**src/rtl/trk_pkg.sv**
```systemverilog
package trk_pkg;

  typedef enum logic [1:0] {
    ST_ACCEPT  = 2'd0,
    ST_ALIAS   = 2'd1,
    ST_FULL    = 2'd2,
    ST_BADSIZE = 2'd3
  } trk_status_e;

  // kinds that need the write table: store, atomic rd/wr, locked rd/wr
  function automatic logic kind_is_write(input logic [2:0] kind);
    return (kind >= 3'd2) && (kind <= 3'd6);
  endfunction

endpackage

```
**src/rtl/trk_table.sv**
```systemverilog
module trk_table #(
  parameter int DEPTH  = 4,
  parameter int LINE_W = 26,
  parameter int ID_W   = 16,
  parameter int TS_W   = 20,
  parameter int THRESH = 1000,
  localparam int OCC_W = $clog2(DEPTH + 1)
) (
  input  logic              clk,
  input  logic              rst_n,
  input  logic [LINE_W-1:0] probe_line,
  output logic              probe_hit,
  output logic              has_free,
  input  logic              alloc_en,
  input  logic [LINE_W-1:0] alloc_line,
  input  logic [ID_W-1:0]   alloc_id,
  input  logic [TS_W-1:0]   alloc_ts,
  input  logic [LINE_W-1:0] free_line,
  input  logic              free_en,
  output logic              free_hit,
  output logic [ID_W-1:0]   free_id,
  output logic [TS_W-1:0]   free_ts,
  input  logic [TS_W-1:0]   now,
  output logic              stale,
  output logic [OCC_W-1:0]  occ
);

  logic [DEPTH-1:0]  vld_q, vld_d;
  logic [LINE_W-1:0] line_q [DEPTH];
  logic [ID_W-1:0]   id_q   [DEPTH];
  logic [TS_W-1:0]   ts_q   [DEPTH];
  logic [DEPTH-1:0]  probe_m, free_m, old_m, slot_sel;

  for (genvar g = 0; g < DEPTH; g++) begin : g_ent
    logic [TS_W-1:0] age;
    assign age        = now - ts_q[g];
    assign probe_m[g] = vld_q[g] && (line_q[g] == probe_line);
    assign free_m[g]  = vld_q[g] && (line_q[g] == free_line);
    assign old_m[g]   = vld_q[g] && (age >= TS_W'(THRESH));

    always_ff @(posedge clk) begin
      if (alloc_en && slot_sel[g]) begin
        line_q[g] <= alloc_line;
        id_q[g]   <= alloc_id;
        ts_q[g]   <= alloc_ts;
      end
    end
  end

  // lowest free slot wins
  always_comb begin
    logic found;
    found    = 1'b0;
    slot_sel = '0;
    for (int i = 0; i < DEPTH; i++) begin
      if (!vld_q[i] && !found) begin
        slot_sel[i] = 1'b1;
        found       = 1'b1;
      end
    end
  end

  // lines are unique, so at most one match; OR-reduce its fields
  always_comb begin
    free_id = '0;
    free_ts = '0;
    for (int i = 0; i < DEPTH; i++) begin
      if (free_m[i]) begin
        free_id = free_id | id_q[i];
        free_ts = free_ts | ts_q[i];
      end
    end
  end

  assign probe_hit = |probe_m;
  assign free_hit  = |free_m;
  assign has_free  = |(~vld_q);
  assign stale     = |old_m;
  assign occ       = OCC_W'($countones(vld_q));

  always_comb begin
    vld_d = vld_q;
    if (free_en)  vld_d = vld_d & ~free_m;
    if (alloc_en) vld_d = vld_d | slot_sel;
  end

  always_ff @(posedge clk or negedge rst_n) begin
    if (!rst_n) vld_q <= '0;
    else        vld_q <= vld_d;
  end

endmodule

```
**src/rtl/trk_watchdog.sv**
```systemverilog
module trk_watchdog #(
  parameter int THRESH = 1000,
  localparam int WD_W  = $clog2(THRESH + 1)
) (
  input  logic clk,
  input  logic rst_n,
  input  logic busy,
  input  logic stale_any,
  output logic hang
);

  logic [WD_W-1:0] wd_q, wd_d;
  logic            hang_q, hang_d;
  logic            probe;

  assign probe = busy && (wd_q == WD_W'(THRESH - 1));

  always_comb begin
    if (!busy)      wd_d = '0;
    else if (probe) wd_d = '0;
    else            wd_d = wd_q + WD_W'(1);
    hang_d = hang_q | (probe & stale_any);
  end

  always_ff @(posedge clk or negedge rst_n) begin
    if (!rst_n) begin
      wd_q   <= '0;
      hang_q <= 1'b0;
    end else begin
      wd_q   <= wd_d;
      hang_q <= hang_d;
    end
  end

  assign hang = hang_q;

endmodule

```
**src/rtl/inflight_tracker.sv**
```systemverilog
module inflight_tracker
  import trk_pkg::*;
#(
  parameter int ADDR_W   = 32,
  parameter int OFF_W    = 6,
  parameter int LEN_W    = 7,
  parameter int RD_DEPTH = 8,
  parameter int WR_DEPTH = 8,
  parameter int MAX_OUT  = 12,
  parameter int ID_W     = 16,
  parameter int TS_W     = 20,
  parameter int THRESH   = 100000,
  localparam int LINE_W  = ADDR_W - OFF_W
) (
  input  logic              clk,
  input  logic              rst_n,
  input  logic              req_valid,
  input  logic [2:0]        req_kind,
  input  logic [ADDR_W-1:0] req_addr,
  input  logic [LEN_W-1:0]  req_len,
  output logic [1:0]        rsp_status,
  output logic [ID_W-1:0]   rsp_id,
  output logic              dn_valid,
  output logic [2:0]        dn_kind,
  output logic [LINE_W-1:0] dn_line,
  output logic [ID_W-1:0]   dn_id,
  input  logic              cpl_valid,
  input  logic              cpl_is_write,
  input  logic [LINE_W-1:0] cpl_line,
  output logic              done_valid,
  output logic [ID_W-1:0]   done_id,
  output logic [TS_W-1:0]   done_lat,
  output logic              cpl_err,
  output logic              hang
);

  localparam int CNT_W    = $clog2(MAX_OUT + 1);
  localparam int SPAN_W   = ((OFF_W > LEN_W) ? OFF_W : LEN_W) + 1;
  localparam int LINE_B   = 2 ** OFF_W;
  localparam int RD_OCC_W = $clog2(RD_DEPTH + 1);
  localparam int WR_OCC_W = $clog2(WR_DEPTH + 1);

  logic [LINE_W-1:0]   req_line;
  logic [SPAN_W-1:0]   span;
  logic                size_bad, is_wr, alias_hit, no_room;
  trk_status_e         status;
  logic                accept, cpl_hit, cpl_ok;
  logic [CNT_W-1:0]    cnt_q, cnt_d;
  logic [ID_W-1:0]     id_q, id_d;
  logic [TS_W-1:0]     now_q;
  logic                rd_hit, wr_hit, rd_room, wr_room;
  logic                rd_fhit, wr_fhit, rd_stale, wr_stale;
  logic [ID_W-1:0]     rd_fid, wr_fid, cpl_id;
  logic [TS_W-1:0]     rd_fts, wr_fts, cpl_ts;
  logic [RD_OCC_W-1:0] rd_occ;
  logic [WR_OCC_W-1:0] wr_occ;

  // ---------------- request decode ----------------
  assign req_line  = req_addr[ADDR_W-1:OFF_W];
  assign span      = SPAN_W'(req_addr[OFF_W-1:0]) + SPAN_W'(req_len);
  assign size_bad  = span > SPAN_W'(LINE_B);
  assign is_wr     = kind_is_write(req_kind);
  assign alias_hit = rd_hit | wr_hit;
  assign no_room   = (cnt_q >= CNT_W'(MAX_OUT)) | (is_wr ? !wr_room : !rd_room);

  always_comb begin
    if (size_bad)       status = ST_BADSIZE;
    else if (alias_hit) status = ST_ALIAS;
    else if (no_room)   status = ST_FULL;
    else                status = ST_ACCEPT;
  end

  assign rsp_status = status;
  assign rsp_id     = id_q;
  assign accept     = req_valid && (status == ST_ACCEPT);

  // ---------------- completion decode ----------------
  assign cpl_hit = cpl_is_write ? wr_fhit : rd_fhit;
  assign cpl_id  = cpl_is_write ? wr_fid  : rd_fid;
  assign cpl_ts  = cpl_is_write ? wr_fts  : rd_fts;
  assign cpl_ok  = cpl_valid && cpl_hit;

  // ---------------- tables ----------------
  trk_table #(
    .DEPTH(RD_DEPTH), .LINE_W(LINE_W), .ID_W(ID_W), .TS_W(TS_W), .THRESH(THRESH)
  ) u_rd_tbl (
    .clk(clk), .rst_n(rst_n),
    .probe_line(req_line), .probe_hit(rd_hit), .has_free(rd_room),
    .alloc_en(accept && !is_wr), .alloc_line(req_line), .alloc_id(id_q), .alloc_ts(now_q),
    .free_line(cpl_line), .free_en(cpl_ok && !cpl_is_write), .free_hit(rd_fhit),
    .free_id(rd_fid), .free_ts(rd_fts),
    .now(now_q), .stale(rd_stale), .occ(rd_occ)
  );

  trk_table #(
    .DEPTH(WR_DEPTH), .LINE_W(LINE_W), .ID_W(ID_W), .TS_W(TS_W), .THRESH(THRESH)
  ) u_wr_tbl (
    .clk(clk), .rst_n(rst_n),
    .probe_line(req_line), .probe_hit(wr_hit), .has_free(wr_room),
    .alloc_en(accept && is_wr), .alloc_line(req_line), .alloc_id(id_q), .alloc_ts(now_q),
    .free_line(cpl_line), .free_en(cpl_ok && cpl_is_write), .free_hit(wr_fhit),
    .free_id(wr_fid), .free_ts(wr_fts),
    .now(now_q), .stale(wr_stale), .occ(wr_occ)
  );

  trk_watchdog #(.THRESH(THRESH)) u_wd (
    .clk(clk), .rst_n(rst_n),
    .busy(cnt_q != '0), .stale_any(rd_stale | wr_stale), .hang(hang)
  );

  // ---------------- counters ----------------
  always_comb begin
    cnt_d = cnt_q + CNT_W'(accept) - CNT_W'(cpl_ok);
    id_d  = id_q + ID_W'(accept);
  end

  always_ff @(posedge clk or negedge rst_n) begin
    if (!rst_n) begin
      cnt_q      <= '0;
      id_q       <= '0;
      now_q      <= '0;
      dn_valid   <= 1'b0;
      done_valid <= 1'b0;
      cpl_err    <= 1'b0;
    end else begin
      cnt_q      <= cnt_d;
      id_q       <= id_d;
      now_q      <= now_q + TS_W'(1);
      dn_valid   <= accept;
      done_valid <= cpl_ok;
      cpl_err    <= cpl_valid && !cpl_hit;
    end
  end

  // payload registers: clock-enabled, no reset
  always_ff @(posedge clk) begin
    if (accept) begin
      dn_kind <= req_kind;
      dn_line <= req_line;
      dn_id   <= id_q;
    end
    if (cpl_ok) begin
      done_id  <= cpl_id;
      done_lat <= now_q - cpl_ts;
    end
  end

endmodule

```
**config.mk**
```make
export PLATFORM = sky130hd
export DESIGN_NAME = inflight_tracker
export DESIGN_NICKNAME = d
export VERILOG_FILES = /design/src/rtl/trk_pkg.sv /design/src/rtl/trk_table.sv /design/src/rtl/trk_watchdog.sv /design/src/rtl/inflight_tracker.sv
export SDC_FILE = /design/constraint.sdc
export NUM_CORES = 2
export LEC_CHECK = 0
export CAP_MARGIN = 25
export CORE_ASPECT_RATIO = 1.2
export CORE_MARGIN = 4
export CORE_UTILIZATION = 57
export CTS_CLUSTER_DIAMETER = 40
export DETAILED_ROUTE_END_ITERATION = 12
export PLACE_DENSITY = 0.77
export SETUP_SLACK_MARGIN = 0.1
export SYNTH_ARGS = -nofsm -noshare
export SYNTH_HDL_FRONTEND = slang
export SYNTH_HIERARCHICAL = 1
export SYNTH_SLANG_ARGS = --single-unit
export TNS_END_PERCENT = 30
```
**constraint.sdc**
```tcl
create_clock -name clk -period 8 [get_ports clk]
set_input_delay 2 -clock clk [delete_from_list [all_inputs] [get_ports clk]]
set_output_delay 2 -clock clk [all_outputs]
set_load 0.02 [all_outputs]
```
==> results_dict.tcl <==
set metrics [dict create \
    place_area_sq_um 70630 \
    min_path_cells 1 \
    worst_setup_path_end_kind "output port" \
    r2r_cells 18 \
    grt_pass1_wl_um 312000 \
    initial_core_util_pct 57.47 \
    clock_latency_ns 0.79 \
    detail_route.drc_violations 0 \
    r2r_setup_slack_ns 2.31 \
    cts_hold_buf 0 \
    tightest_slew_ns 1.128 \
    layout-drive-gt1-share_pct 9.741 \
    grt_util_all_layers_pct 34.15 \
    cts_tree "done" \
    hold_viol 0 \
    worstPathRequired_ns 6.00 \
    layout_min_cycle_time_ns 7.205 \
    avgSynthCellArea_sq_um 11.63 \
    dp_worst_setup_slack_ns 0.3917 \
    ir_worst_vdd_mv 0.2407 \
    die_y_um 380.5 \
    rsz0062_at_grt "false" \
    postRouteAntennaNets 0 \
    mostFrequentLayoutCells "1,073 x edfxtp_1, 586 x xnor2_1, 453 x xor2_1" \
    ctsLongestPathBuffers 3 \
    overflow 0 \
    viasPerCell 6.611 \
    crit_top_cell "clkdlybuf4s50_1" \
    numPortBuffers 175 \
    drt-initial-drc-count 6138 \
    syn_nets 6104 \
    layout.cells.most_common "edfxtp_1" \
    grt_max_degree 64 \
    path_cells "clkdlybuf4s50_1, ha_1, inv_1, fa_1, nor2b_1, o21ai_0, a21oi_1, mux2_2, o32a_1, or2_1, clkdlybuf4s50_1" \
    clk_pin_slew_worst_paths_ns 0.06 \
    fin_area_sq_um 75630 \
    yosys_warnings 6 \
    power.density_nw_per_um2 181.8 \
    syn2layout_area_growth_pct 14.75 \
    period_share_pct 90.06 \
    antenna_found_initial 5 \
    finalNetCount 6423 \
    cap_viol_max_count 0 \
    cp_top_family "buffers and inverters" \
    fin_cells 7633 \
    synth_area_sq_um 65910 \
    synth_cells 5669 \
    wirelength_um 213600 \
    fin_util_pct 65.94 \
    coreArea_sq_um 114700 \
    grt_pass1_vias 49740 \
    cts-root-buf "clkbuf_16" \
    hold_path_class "register to register" \
    crit_arrival_ns 5.20 \
    vias 50460 \
    r2r_start "now_q[0]" \
    rows 136 \
    holdWs_ns 0.4856 \
    placed_cells 7355 \
    path_buf_inv 3 \
    cp_max_fo 5 \
    r2r-end "u_wd/hang" \
    leakage_nw 28.82 \
    die-area_sq_um 121200 \
    dp_hpwl_um 148200 \
    wire_per_inst_um 27.99 \
    tns_ns 0 \
    cts_setup_buffers 0 \
    maxSlewViolCount 0 \
    setup_violations 0 \
    finClkSkew_ns 0.04461 \
    holdCritStartpoint "u_wd/hang" \
    die_w_um 318.4 \
    criticalPathCategory "input port to output port" \
    htree_levels 4 \
    max_freq_ghz 0.1388 \
    ctsResizeCount 0 \
    setup_slack_ns 0.7955 \
    numCtsBuffers 147 \
    globalplace.congestion 1.032 \
    critPathMaxStageDelay_ns 0.54 \
    dr.pass1.iters 10 \
    worstSetupStartpointType "input port" \
    relSlewSlack_pct 24.55 \
    clock_sinks 1150 \
    power_mw 13.75 \
    hold_end "u_wd/hang" \
    status "completed" \
    io_pins 176 \
    slowest_stage "clkdlybuf4s50_1" \
]
==> worst max path at each step <==
| stage | startpoint | to | slack, ns | cells after the start |
|---|---|---|---|---|
| finish | req_addr[0] | rsp_status[1] | 0.80 | 11 |
| global route | req_len[0] | rsp_status[1] | 0.74 | 11 |
| CTS | req_addr[0] | rsp_status[1] | 0.83 | 11 |
| detailed placement | cpl_line[21] | done_lat[19] | 0.39 | 17 |
| global placement | cpl_line[22] | done_lat[17] | 0.41 | 17 |
| floorplan | req_addr[0] | u_rd_tbl/id_q[1][16] | -0.96 | 12 |
==> report_power, final <==
group	internal [mW]	switching [mW]
clock	3.91	2.75
combinational	0.205	0.369
sequential	6.52	0.0000562
total	10.6	3.12
==> registers in the layout, indices dropped and copies added (netlist names) <==
name / cells
cnt_q: 4
cpl_err: 1
dn_id: 16
dn_kind: 3
dn_line: 26
dn_valid: 1
done_id: 16
done_lat: 20
done_valid: 1
now_q: 20
rsp_id: 16
u_rd_tbl/id_q: 128
u_rd_tbl/line_q: 208
u_rd_tbl/ts_q: 160
u_rd_tbl/vld_q: 8
u_wd/hang: 1
u_wd/wd_q: 17
u_wr_tbl/id_q: 128
u_wr_tbl/line_q: 208
u_wr_tbl/ts_q: 160
u_wr_tbl/vld_q: 8
==> layer usage <==
metal	vias to the layer above	routed length [um]	GRT usage, %
met5	-	25	0
met4	4	16740	23.41
met3	841	21210	6.745
met2	3171	99390	55.40
met1	24510	76270	41.26
li1	21940	-	-
==> final cells by class <==
class,instances,area (sq um)
Antenna cell,7,17.52
Sequential cell,1150,34150
Timing Repair Buffer,381,3481
Tap cell,1518,1899
Clock inverter,99,1086
Clock buffer,170,3867
Inverter,395,1483
Multi-Input combinational cell,3913,29650
Fill cell,8453,39060
Note: power is estimated with default switching activity, not from simulation.
